$ cat config.mk
export PLATFORM = sky130hd
export DESIGN_NAME = hz6_hazard_unit
export DESIGN_NICKNAME = d
export VERILOG_FILES = /design/src/rtl/hz6_pkg.sv /design/src/rtl/hz6_fwd_pick.sv /design/src/rtl/hz6_load_stall.sv /design/src/rtl/hz6_hazard_unit.sv
export SDC_FILE = /design/constraint.sdc
export NUM_CORES = 1
export LEC_CHECK = 0
export BUFFER_PORTS_ARGS = -buffer_cell sky130_fd_sc_hd__buf_2
export CAP_MARGIN = 15
export CORE_UTILIZATION = 46
export DETAILED_ROUTE_END_ITERATION = 7
export PLACE_DENSITY = 0.91
export SKIP_LAST_GASP = 1
export SYNTH_ARGS = -nofsm -noshare
export SYNTH_HDL_FRONTEND = slang
export SYNTH_SLANG_ARGS = --single-unit
$ cat constraint.sdc
create_clock -name vclk -period 1.98
set_input_delay 0.198 -clock vclk [all_inputs]
set_output_delay 0.198 -clock vclk [all_outputs]
set_load 0.01 [all_outputs]
$ cat src/rtl/hz6_pkg.sv
package hz6_pkg;

    localparam int RIDX_W    = 5;
    localparam int N_FWD     = 3;   // EX/MEM1, MEM1/MEM2, MEM2/WB
    localparam int N_LDSTALL = 2;   // ID/EX, EX/MEM1
    localparam int SEL_W     = $clog2(N_FWD + 1);

    typedef logic [RIDX_W-1:0] ridx_t;

    typedef enum logic [SEL_W-1:0] {
        FWD_RF   = 2'b00,
        FWD_WB   = 2'b01,
        FWD_MEM2 = 2'b10,
        FWD_MEM1 = 2'b11
    } fwd_sel_e;

    typedef struct packed {
        ridx_t rd;
        logic  wr;
        logic  ld;
    } producer_t;

    function automatic logic writes_src(ridx_t src, producer_t p);
        return p.wr && (p.rd == src) && (src != '0);
    endfunction

    function automatic logic load_blocks(ridx_t src, producer_t p);
        return p.ld && (p.rd == src) && (src != '0);
    endfunction

endpackage

$ cat src/rtl/hz6_fwd_pick.sv
module hz6_fwd_pick
    import hz6_pkg::*;
#(
    parameter int N = N_FWD
) (
    input  ridx_t               src,
    input  producer_t [N-1:0]   prod,   // index 0 is the youngest
    output fwd_sel_e            sel
);

    logic [N-1:0] hit;

    // only the oldest stage carries load data that is ready
    for (genvar k = 0; k < N; k++) begin : g_stage
        if (k == N - 1) begin : g_oldest
            assign hit[k] = writes_src(src, prod[k]);
        end else begin : g_early
            assign hit[k] = writes_src(src, prod[k]) && !prod[k].ld;
        end
    end

    always_comb begin
        sel = FWD_RF;
        for (int k = N - 1; k >= 0; k--) begin
            if (hit[k]) sel = fwd_sel_e'(SEL_W'(N - k));
        end
    end

endmodule

$ cat src/rtl/hz6_load_stall.sv
module hz6_load_stall
    import hz6_pkg::*;
#(
    parameter int N = N_LDSTALL
) (
    input  ridx_t             id_src1,
    input  ridx_t             id_src2,
    input  producer_t [N-1:0] prod,
    output logic              stall
);

    logic [N-1:0] blk;

    for (genvar k = 0; k < N; k++) begin : g_stage
        assign blk[k] = load_blocks(id_src1, prod[k]) || load_blocks(id_src2, prod[k]);
    end

    assign stall = |blk;

endmodule

$ cat src/rtl/hz6_hazard_unit.sv
module hz6_hazard_unit
    import hz6_pkg::*;
(
    input  logic [RIDX_W-1:0] id_rs1,
    input  logic [RIDX_W-1:0] id_rs2,
    input  logic [RIDX_W-1:0] ex_rs1,
    input  logic [RIDX_W-1:0] ex_rs2,
    input  logic [RIDX_W-1:0] ex_rd,
    input  logic              ex_ld,
    input  logic [RIDX_W-1:0] m1_rd,
    input  logic              m1_wr,
    input  logic              m1_ld,
    input  logic [RIDX_W-1:0] m2_rd,
    input  logic              m2_wr,
    input  logic              m2_ld,
    input  logic [RIDX_W-1:0] wb_rd,
    input  logic              wb_wr,
    output logic [SEL_W-1:0]  fwd_a,
    output logic [SEL_W-1:0]  fwd_b,
    output logic              pc_we,
    output logic              ifid_we,
    output logic              ex_bubble
);

    producer_t [N_FWD-1:0]     fwd_src;
    producer_t [N_LDSTALL-1:0] ld_src;
    ridx_t     [1:0]           ex_src;
    fwd_sel_e  [1:0]           sel;
    logic                      stall;

    // forwarding candidates, youngest first
    assign fwd_src[0] = '{rd: m1_rd, wr: m1_wr, ld: m1_ld};
    assign fwd_src[1] = '{rd: m2_rd, wr: m2_wr, ld: m2_ld};
    assign fwd_src[2] = '{rd: wb_rd, wr: wb_wr, ld: 1'b0};

    // loads whose data is not yet usable by ID's instruction
    assign ld_src[0] = '{rd: ex_rd, wr: ex_ld, ld: ex_ld};
    assign ld_src[1] = '{rd: m1_rd, wr: m1_wr, ld: m1_ld};

    assign ex_src[0] = ex_rs1;
    assign ex_src[1] = ex_rs2;

    for (genvar op = 0; op < 2; op++) begin : g_operand
        hz6_fwd_pick #(.N(N_FWD)) u_pick (
            .src  (ex_src[op]),
            .prod (fwd_src),
            .sel  (sel[op])
        );
    end

    hz6_load_stall #(.N(N_LDSTALL)) u_stall (
        .id_src1 (id_rs1),
        .id_src2 (id_rs2),
        .prod    (ld_src),
        .stall   (stall)
    );

    assign fwd_a     = sel[0];
    assign fwd_b     = sel[1];
    assign pc_we     = !stall;
    assign ifid_we   = !stall;
    assign ex_bubble = stall;

endmodule

==> metrics.yaml <==
status:
  outcome: "complete, no violations"
finish:
  antennaDiodeCount: 0
  fin_util: 0.714
  layout_commonest_cell: "buf_2"
  synthToLayoutAreaGrowth_pct: 38.7
  nFlopsAndLatches: 0
  nFillCells: 116
  fin_area_um2: 963
  register_area_um2: 0
  drive_gt1_frac: 0.379
  clkbuf_count: 0
  multi_input_area_um2: 672
  final_nets: 193
  final_cell_mix: "buf_2, xnor2_1, xor2_1"
worst_setup_path:
  crit_family: "simple AND/OR/NAND/NOR gates"
  crit_slowest_cell: "or4_1"
  critPathLaunchType: "input port"
  worstPathRequired_ps: 1780
  critPathLaunch: "id_rs1[1]"
  cp_slowest_stage_delay_ps: 530
  cp_max_fo: 3
  crit_type: "in -> out"
  path_cells: "buf_2, or4_1, nor2_1, nor4_1, o21ai_1, and2_1, buf_2"
  cpMostUsedCell: "buf_2"
  arrival_ps: 1510
  cp_num_buf_inv: 2
  crit_path_end_kind: "output pin"
placed_design:
  hpwl_um: 1900
  postPlaceCellArea_um2: 963
  dp_slack_ps: 272
  portBuffers: 53
  gp_congestion: 0.866
floorplanning:
  dieArea_um2: 1670
  core-area_um2: 1350
  pin_count: 53
  row_count: 13
  die_x_um: 40.9
  initial_utilization: 0.514
  die_y_um: 40.9
cts:
  ctsHoldBuffers: 0
  cts_resized: 0
  postCtsSetupBuffers: 0
global_route:
  grt.total_usage: 0.281
  grt_max_degree: 6
  antenna_found_initial: 0
  grt_pass1_wl_um: 3310
  grt-ovfl-total: 0
  grt_pass1_vias: 800
timing:
  fin_ws_ps: 272
  max_clock_freq_ghz: 0.586
  fin_crit_sh: 0.863
  relSlewSlack: 0.740
  finalSetupTns_ps: 0
  slew_violations: 0
  min_period_ps: 1710
  setup_viol: 0
  rsz0062_at_grt: "no"
  worstMarginPinSlew_ps: 387
  hold_viol_final: 0
  hold_ws_ps: 710
logic_synthesis:
  synth_nets: 141
  synth_area_um2: 694
  synth.distinct_cells: 20
  yosysSeqAreaShare: 0
  yosys_warnings: 0
  syn_area_per_cell_um2: 7.31
  syn_inst: 95
route:
  route.detailed.wl_per_inst_um: 13.3
  drc: 0
  drt-initial-drc-count: 15
  via_per_inst: 5.48
  vias: 877
  drt_pass1_iterations: 5
  wirelength_um: 2140
  ant_nets: 0
worst_hold_path:
  hold_path_class: "in -> out"
  min-delay-start: "ex_ld"
run:
  drv_cap: 0
power_and_ir_drop:
  leakagePower_nw: 0.441
  irDropWorstVdd_mv: 0.129
  power_density_nw_per_um2: 215
-- stage by stage --
stage / std cells / power (W)
after global placement: 160 / 0.000197
final: 160 / 0.000207
after floorplan: 95 / 0.000108
after global routing: 160 / 0.000228
after detailed placement: 160 / 0.000205
after CTS: 160 / 0.000206
-- path summary, 6_finish.rpt --
| check | endpoint | slack, ps | cells past startpoint |
|---|---|---|---|
| worst max-delay path | ifid_we | 270 | 7 |
| worst min-delay path | ex_bubble | 710 | 4 |
-- power breakdown --
group / switching (W) / internal (W) / total (W)
clock: 0 / 0 / 0
sequential: 0 / 0 / 0
combinational: 0.000103 / 0.000105 / 0.000207
-- cell usage after synthesis --
cell type | count | area, µm²
nand4_1 | 5 | 31.3
a221oi_1 | 1 | 8.76
inv_1 | 2 | 7.51
clkbuf_1 | 2 | 7.51
a21o_1 | 1 | 7.51
buf_4 | 1 | 7.51
o21ai_1 | 3 | 15.0
and2_1 | 1 | 6.26
nor4_1 | 6 | 37.5
xnor2_1 | 32 | 280
o22ai_1 | 1 | 6.26
nand3_1 | 5 | 25.0
a21bo_1 | 1 | 10.0
nor2_2 | 1 | 6.26
nand2b_1 | 1 | 6.26
xor2_1 | 16 | 140
or4_1 | 7 | 52.6
nor2_1 | 5 | 18.8
nand2b_2 | 1 | 8.76
nand2_1 | 3 | 11.3
-- layer usage --
metal | vias up | global-route usage | wire [µm]
met2 | 22 | 0.527 | 1180
met1 | 418 | 0.346 | 884
met4 | 0 | 0.0417 | 0
met3 | 0 | 0.0217 | 73
li1 | 437 | - | -
met5 | - | 0 | 0
-- cell type report --
type | instances | area share
repair buffers | 53 | 0.275
well taps | 15 | 0.0195
multi-input cells | 90 | 0.697
inverters | 2 | 0.00779
-- logic make-up (layout without fill, tap and decap cells) --
kind of cell              after synthesis  count (layout)  share of synthesized area
and+or+nand+nor                        35              35                      0.294
xor gates and xnor gates               48              48                      0.605
AOI/OAI and AO/OA                       7               7                     0.0685
buffers and inverters                   5              55                     0.0324
Power figures use the tool's default switching activity.
